File: src/rtl/disp_irq_status.sv
module disp_irq_status #(
  parameter bit GRACEFUL = 1'b1
) (
  input  logic       clk,
  input  logic       rst_n,
  input  logic       ev_underrun,
  input  logic       ev_reload,
  input  logic       ev_vmatch,
  input  logic       ev_frame_end,
  input  logic       wr_en,
  input  logic [1:0] wr_sel,
  input  logic [3:0] wr_data,
  output logic [3:0] status,
  output logic [3:0] mask,
  output logic [3:0] irq_bits,
  output logic       irq,
  output logic       active
);
  logic ctl_en;

  wire w_st   = wr_en && wr_sel == 2'd0;
  wire w_mask = wr_en && wr_sel == 2'd1;
  wire w_base = wr_en && wr_sel == 2'd2;
  wire w_ctl  = wr_en && wr_sel == 2'd3;

  wire en_set = w_ctl && wr_data[0];
  wire en_eff = w_ctl ? wr_data[0] : ctl_en;
  wire stop_g = active && !en_eff && ev_frame_end;
  wire done_set = GRACEFUL && stop_g;

  wire act_nxt = GRACEFUL ? (en_set ? 1'b1 : (stop_g ? 1'b0 : active)) : en_eff;

  wire [3:0] st_nxt;
  assign st_nxt[0] = ev_underrun | (status[0] & ~(w_st & wr_data[0]));
  assign st_nxt[1] = ev_reload | (status[1] & ~w_base);
  assign st_nxt[2] = ev_vmatch | (status[2] & ~(w_st & wr_data[2]));
  assign st_nxt[3] = done_set | (status[3] & ~(w_st & wr_data[3]) & ~w_base & ~en_set);

  assign irq_bits = status & mask;

  always_ff @(posedge clk) begin
    if (!rst_n) begin
      status <= 4'd0;
      mask   <= 4'd0;
      irq    <= 1'b0;
      active <= 1'b0;
      ctl_en <= 1'b0;
    end else begin
      status <= st_nxt;
      if (w_mask) mask <= wr_data;
      irq    <= |irq_bits;
      active <= act_nxt;
      if (w_ctl) ctl_en <= wr_data[0];
    end
  end
endmodule


File: config.mk
export PLATFORM = sky130hd
export DESIGN_NAME = disp_irq_status
export DESIGN_NICKNAME = d
export VERILOG_FILES = /design/src/rtl/disp_irq_status.sv
export SDC_FILE = /design/constraint.sdc
export NUM_CORES = 1
export LEC_CHECK = 0
export BUFFER_PORTS_ARGS = -buffer_cell sky130_fd_sc_hd__buf_2
export CORE_AREA = 2 2 39 41
export CTS_BUF_LIST = sky130_fd_sc_hd__clkbuf_8
export DETAILED_ROUTE_END_ITERATION = 7
export DIE_AREA = 0 0 41 43
export HOLD_SLACK_MARGIN = 0.06
export PLACE_DENSITY = 0.67
export SYNTH_ARGS = -nofsm -noshare
export SYNTH_HDL_FRONTEND = slang
export SYNTH_SLANG_ARGS = --single-unit
File: constraint.sdc
create_clock -name clk -period 1.35 [get_ports clk]
set_clock_uncertainty 0.1 [all_clocks]
set_input_delay 0 -clock clk [delete_from_list [all_inputs] [get_ports clk]]
set_output_delay 0 -clock clk [all_outputs]
set_load 0.03 [all_outputs]
# [Word level (Yosys, flattened, before mapping)]
# Cells that the tools add are included.
[totals] register_bits=11 in_bits=13
[classes] n_eq_ne=3 muxes=3 bitwise_logic=19 n_reduce_logical=11
[ops] op="1-bit bitwise AND" count=9
[ops] op="1-bit logical AND" count=7
[ops] op="1-bit inverter" count=5
[ops] op="4-bit bitwise AND" count=1
[ops] op="2-bit equality test, second input constant" count=2
[ops] op="1-bit OR" count=4
[ops] op="4-bit OR reduction" count=1
[ops] op="1-bit two-way mux" count=3
[ops] op="2-bit by 1-bit equality test with 1-bit output, second input constant" count=1
[ops] op="2-bit zero test" count=1
[ops] op="2-bit nonzero test" count=1
[ops] op="1-bit zero test" count=1

# [Longest topological paths before layout]
# Gate-level depths: netlist of run 1.
[depth] ltp_word=8 depth_mapped=3 depth_no_buf=3

# [Worst setup path before layout of run 1]
# No wires, ideal clock.
[synth_timing] kind="flip-flop to flip-flop" startpoint="register status[0]" endpoint="register irq" setup_time_ps=125 arrival_time_ps=1133 slack_ps=-8 stages_incl_launch_ff=3 synth_period_minus_slack_ps=1358 path_cell_list="dfxtp_1 > and2_1 > o41a_1"
[synth_via] elab_chain_cells=2
[synth_rtl] item="from (decl)" line="13" rtl="output logic [3:0] status,"
[synth_rtl] item="from (signal assigned)" line="49" rtl="status <= st_nxt;"
[synth_rtl] item="4-bit bitwise AND" line="39" rtl="assign irq_bits = status & mask;"
[synth_rtl] item="via irq_bits[0]" line="15" rtl="output logic [3:0] irq_bits,"
[synth_rtl] item="4-bit OR reduction" line="51" rtl="irq <= |irq_bits;"
[synth_rtl] item="to (signal assigned)" line="51"
[synth_rtl] item="to (decl)" line="16" rtl="output logic irq,"
# The timed path passes the listed nets, and every way through them passes these cells.
# A chain may end at the register's enable or synchronous reset.

# [Worst setup path in the final report of run 1]
[layout_timing] startpoint="input ev_reload" endpoint="register status[1]"
[layout_via] elab_chain_cells=1
[layout_rtl] item="from (decl)" line="7" rtl="input logic ev_reload,"
[layout_rtl] item="1-bit OR" line="35" rtl="assign st_nxt[1] = ev_reload | (status[1] & ~w_base);"
# Every way passes these cells.

==> metrics.txt, run 1 <==
# setup viols final 0; Critical Setup Path Class input pin to flip-flop; global route overflow 0; Die W a little over 40 µm; largest net degree at the start of global routing 9; CP cell instances dlygate4sd3_1 -> buf_2 -> a21oi_2 -> nor2b_1 -> dlygate4sd3_1; HPWL after DPL ~840 µm; syn avg cell area 9.43 µm²; Top Usage Layer GRT met2; CORE AREA 1380 µm²; max-slew violations 0; Global Route met2 Usage 27.5%; Routed WL per cell 12.2 µm; CTS Sinks 11; Worst Tran Pin Value 244 ps; die height 43 µm; Cell Area, Synth 472 µm²; vias 502; critical path startpoint category input pin; Worst VDD drop 581 µV; Clock Latency Late Sink 240 ps; clock period minus worst slack 1330 ps; CTS Root Cell clkbuf_8; syn nets 63; Layout Nets 105; end-of-flow core utilization a little under three fifths; Seq/Total Area, Yosys between 40% and 50%; WP data required between 1000 and 1500 ps; placed cell count 91; Yosys Warn Count 0; post-synth cell types 21; Hold Crit Start wr_en; met1 Use GR 18.8%; Total Wirelength 1300 µm; Hold Path Class input pin to flip-flop; pre-CTS setup slack ~230 ps; R2R Setup Slk 80 ps; starting density of the core between 30 and 40%; final hold viol count 0; cell mode on critical path dlygate4sd3_1; Power Density 1030 nW/µm²; slowest CP cell dlygate4sd3_1; r2r endpoint status[0]; Rel. slew slack 83.7%; Setup TNS 0 ps; Critical Path AT 1350 ps; commonest non-fill, non-tap cell in the layout buf_2; total CTS buffers 3; I/O Pins 27; Total GRT Usage between 15 and 20%; Final Non-Filler Cells 107; TritonCTS clock tree built; FF+latch count, synth 11; max-cap viol count 0; global-route met3 utilization 3.14%; most frequent cells in the layout buf_2, dlygate4sd3_1, dfxtp_1, nor2b_1; full die area 1760 µm²; first-pass GRT wire length between 1500 and 2000 µm; vias in the first global route 450; vias per cell about 4.7; CTS max path bufs 2; Max FO, Critical Path 1; DRC 0; Pre-antenna DRT Iters 4; WHS Endpoint ctl_en; clock-pin slew on the worst setup and hold paths 50 ps; cells on worst reg2reg path 3; CTS HTree Levels 1; DRT iter0 DRCs 11; final worst setup slack 24.5 ps; PnR Total Power 0.811 mW; antenna violations before repair 0; diode count 0; Rows 14; ratio of cells with drive above 1 in the final layout roughly a third; RD Place Congestion 0.772; CP Capture Type flip-flop; Max Clock Freq 754 MHz; Post-synth ARST share 0%; status complete, no violations; max incr delay on CP 560 ps; Leakage 0.408 nW; P&R area growth vs syn 67.1%; setup bufs post-CTS 0; EDFF count, synth 0; Reg-to-Reg Start status[0]; Post-Synthesis Cells 50; WHS Path Cells 3; Antenna Nets Post-Route 0; final clock period utilization by the worst path 98.2%; Buffers on Ports 26; most used flip-flop cell after synthesis dfxtp_1
worst max-delay path, delay by kind of cell:
family	cells	cell delay [ps]
AND/OR/NAND/NOR	1	40
AO/OA/AOI/OAI	1	90
buffers and inverters	3	1210
worst max-delay path by stage:
stage	slack, ps	startpoint	end	cells past startpoint
CTS	20	wr_data[1]	mask[1]	5
global route	-1	ev_reload	status[1]	5
global placement	250	status[0]	irq	2
detailed placement	230	status[0]	irq	2
floorplan	1	status[3]	irq	2
finish	20	ev_reload	status[1]	5
kinds of logic after synthesis:
family	share of synthesized area (%)
compound gates	14.3
mux	8.49
simple gates	27.3
buf+inv	3.18
flops	46.7
synthesized netlist by cell type (all sizes together) (2+ instances only):
cell type / instances / share of area (%)
a31oi: 2 / 2.7
and2: 4 / 5.3
and3: 2 / 2.7
dfxtp: 11 / 47
inv: 3 / 2.4
mux2i: 4 / 8.5
nand2b: 3 / 4.0
nand3b: 2 / 4.0
nor2: 2 / 1.6
nor2b: 5 / 6.6
o21ai: 3 / 3.2
final cells by class:
| class | count | area (µm²) |
|---|---|---|
| fillers | 136 | 596 |
| repair buffers | 38 | 250 |
| multi-input cells | 35 | 241 |
| flip-flops and latches | 11 | 220 |
| clock buffers | 3 | 41.3 |
| well taps | 16 | 20.0 |
| inverters | 3 | 11.3 |
| clock inverters | 1 | 3.75 |
where the power goes:
group          total, mW  leakage, nW  internal (mW)  switching [mW]
combinational      0.137        0.291         0.0667          0.0704
clock              0.327       0.0269          0.200           0.127
sequential         0.347       0.0900          0.338         0.00826
total              0.811        0.408          0.605           0.206
per-layer routing:
metal	routed length [µm]	vias up	share of wire [%]
met5	0	-	0
met4	8	0	0.61
met3	72	2	5.5
met2	666	17	51
met1	556	227	43
li1	-	256	-
state kept, by name, indices dropped and copies added (netlist names):
signal	cells
status	4
irq	1
mask	4
active	1
ctl_en	1
metrics by stage:
| stage | cell area, µm² | hold slack, ps |
|---|---|---|
| final | 788 | 73.3 |
| after global routing | 788 | 118 |
| after CTS | 785 | 73.7 |
| after detailed placement | 619 | 107 |
| after global placement | 619 | 102 |
| after floorplan | 473 | 0.787 |
repair_timing:
item                       in CTS  in global routing
hold buffers                   12                  1
hold endpoints to repair       11                  1
setup endpoints to repair       0                  4
gates resized for setup         0                  3
(Power assumes the default switching activity.)
==> inputs of run 2 (changes only) <==
--- a/config.mk
+++ b/config.mk
@@ -6,12 +6,13 @@
 export NUM_CORES = 1
 export LEC_CHECK = 0
 export BUFFER_PORTS_ARGS = -buffer_cell sky130_fd_sc_hd__buf_2
-export CORE_AREA = 2 2 39 41
+export CELL_PAD_IN_SITES_DETAIL_PLACEMENT = 1
+export CELL_PAD_IN_SITES_GLOBAL_PLACEMENT = 1
+export CORE_UTILIZATION = 30
 export CTS_BUF_LIST = sky130_fd_sc_hd__clkbuf_8
 export DETAILED_ROUTE_END_ITERATION = 7
-export DIE_AREA = 0 0 41 43
 export HOLD_SLACK_MARGIN = 0.06
-export PLACE_DENSITY = 0.67
+export PLACE_DENSITY_LB_ADDON = 0.1
 export SYNTH_ARGS = -nofsm -noshare
 export SYNTH_HDL_FRONTEND = slang
 export SYNTH_SLANG_ARGS = --single-unit
==> run 2 against run 1 <==
  * Sequential share of layout area grew 0.16 points
  * Sequential power is essentially flat
  * Global-route usage shrank 0.26 points
  * Register-to-register slack is essentially flat
  * Hold slack lost 7.7 ps
  * Combinational power is essentially flat
  * Fmax grew 0.46%
  * Cell count shrank 0.93%
  * Final area is the same
  * Critical path depth shrank 1
  * Die area shrank 1.6%
  * Critical path type unchanged
  * Critical endpoint is now status[0]
  * Highest routed layer is now met3
==> metrics.txt, run 2 (synthesis gave the netlist of run 1 again) <==
NetSw 0.205 mW (-0.69%); DRT iter0 DRCs 3 (-8); commonest non-fill, non-tap cell in the layout buf_2; status complete, no violations; R2R Setup Slk 70 ps (about the same); CTS Sinks 11 (unchanged); Max FO, Critical Path 4 (+3); ratio of cells with drive above 1 in the final layout 36.3% (+1.1 points); Layout Nets 105 (unchanged); global route overflow 0 (unchanged); CTS HTree Levels 1 (unchanged); WP data required 1420 ps (+50 ps); P&R area growth vs syn 67.1% (unchanged); largest net degree at the start of global routing 8 (-1); Die W 41.7 µm (+1.6%); CORE AREA 1380 µm² (about the same); DRC 0 (unchanged); Total GRT Usage 16.6% (-0.26 points); Leakage 0.408 nW (about the same); setup bufs post-CTS 0 (unchanged); final clock period utilization by the worst path 97.7% (-0.45 points); Routed WL per cell 12.6 µm (+3.5%); Worst VDD drop 568 µV (-2.2%); vias in the first global route 515 (+14%); Hold Path Class input pin to flip-flop; Critical Setup Path Class input pin to flip-flop; Setup TNS 0 ps (unchanged); first-pass GRT wire length 2250 µm (+14%); combinational share of power 17.0% (about the same); RSZ-0062 raised after global routing yes; Rows 13 (-1); sequential power share 42.9% (+0.2 points); cells on worst reg2reg path 3 (unchanged); Power Density 1030 nW/µm² (-0.15%); clock-pin slew on the worst setup and hold paths 50 ps (about the same); die height 41.7 µm (-3.1%); HPWL after DPL 899 µm (+7.3%); max-cap viol count 0 (unchanged); Rel. slew slack 83.7% (about the same); CTS Root Cell clkbuf_8; vias 532 (+6.0%); vias per cell 5.02 (+7.0%); final hold viol count 0 (unchanged); Worst Tran Pin Value 244 ps (-0.0169 ps); Clock Latency Late Sink 230 ps (about the same); Top Registers mask (4), status (4); most frequent cells in the layout buf_2, dlygate4sd3_1, dfxtp_1, nor2b_1; WHS Path Cells 3 (unchanged); Antenna Nets Post-Route 0 (unchanged); clock period minus worst slack 1320 ps (-6.03 ps); RD Place Congestion 0.720 (-6.7%); # setup viols final 0 (unchanged); TritonCTS clock tree built; antenna violations before repair 0 (unchanged); critical path startpoint category input pin; max-slew violations 0 (unchanged); I/O Pins 27 (unchanged); Critical Path AT 1390 ps (+40 ps); starting density of the core 34.1% (about the same); diode count 0 (unchanged); internal power 0.605 mW (about the same); Hold WS 65.6 ps (-7.65 ps); Pre-antenna DRT Iters 2 (-2); total CTS buffers 3 (unchanged); clock power share 40.1% (-0.3 points); Buffers on Ports 26 (unchanged); Total Wirelength 1340 µm (+2.5%); Max Clock Freq 758 MHz (+0.46%); sw frac 25.3% (-0.14 points); CP Capture Type flip-flop; full die area 1730 µm² (-1.6%); CTS max path bufs 2 (unchanged)
-- run 2: cell type report --
cell class | count | area [µm²]
flip-flops and latches | 11 | 221
clock buffers | 3 | 41.3
clock inverters | 1 | 3.75
multi-input cells | 35 | 241
fillers | 167 | 594
repair buffers | 38 | 250
well taps | 15 | 18.8
inverters | 3 | 11.3
-- run 2: final timing paths --
path	start	endpoint
max reg2reg	status[0]	status[0]
max	wr_data[0]	status[0]
min	wr_sel[0]	ctl_en
min reg2reg	active	status[3]
-- run 2: per-layer routing --
layer	up-vias	routed length, µm	global-route usage, %	part of all wire, %
met5	-	0	0	0
met4	0	0	5.81	0
met3	0	60	2.61	4.5
met2	17	654	28.4	49
met1	256	621	20.7	46
li1	259	-	-	-
-- run 2: repair_timing --
action / 4_1_cts / 5_1_grt
hold buffers: 12 / 1
gates resized for setup: 0 / 4
endpoints found under the setup margin: 0 / 4
hold endpoints to repair: 11 / 1
-- run 2: metrics by stage --
stage	power [mW]	instance area (µm²)	worst slack, ps	util, %	std cells
after global routing	0.844	788	-23.3	57.0	106
after global placement	0.457	618	251	44.7	90
final	0.810	788	30.5	57.0	106
after CTS	0.809	783	14.4	56.7	106
after detailed placement	0.459	618	226	44.7	90
after floorplan	0.413	473	1.44	-	50
-- run 2: worst max-delay path, cell delays in order --
cell and delay [ps]:
dlygate4sd3_1 530, buf_2 150, a31oi_1 140, dlygate4sd3_1 560
-- run 2: power by group through the flow --
stage	sequential (mW)	combinational [mW]	clock, mW
6_report	0.347	0.138	0.325
5_1_grt	0.349	0.149	0.345
4_1_cts	0.347	0.134	0.329
3_5_place_dp	0.353	0.105	0
3_3_place_gp	0.353	0.104	0
2_1_floorplan	0.376	0.0361	0
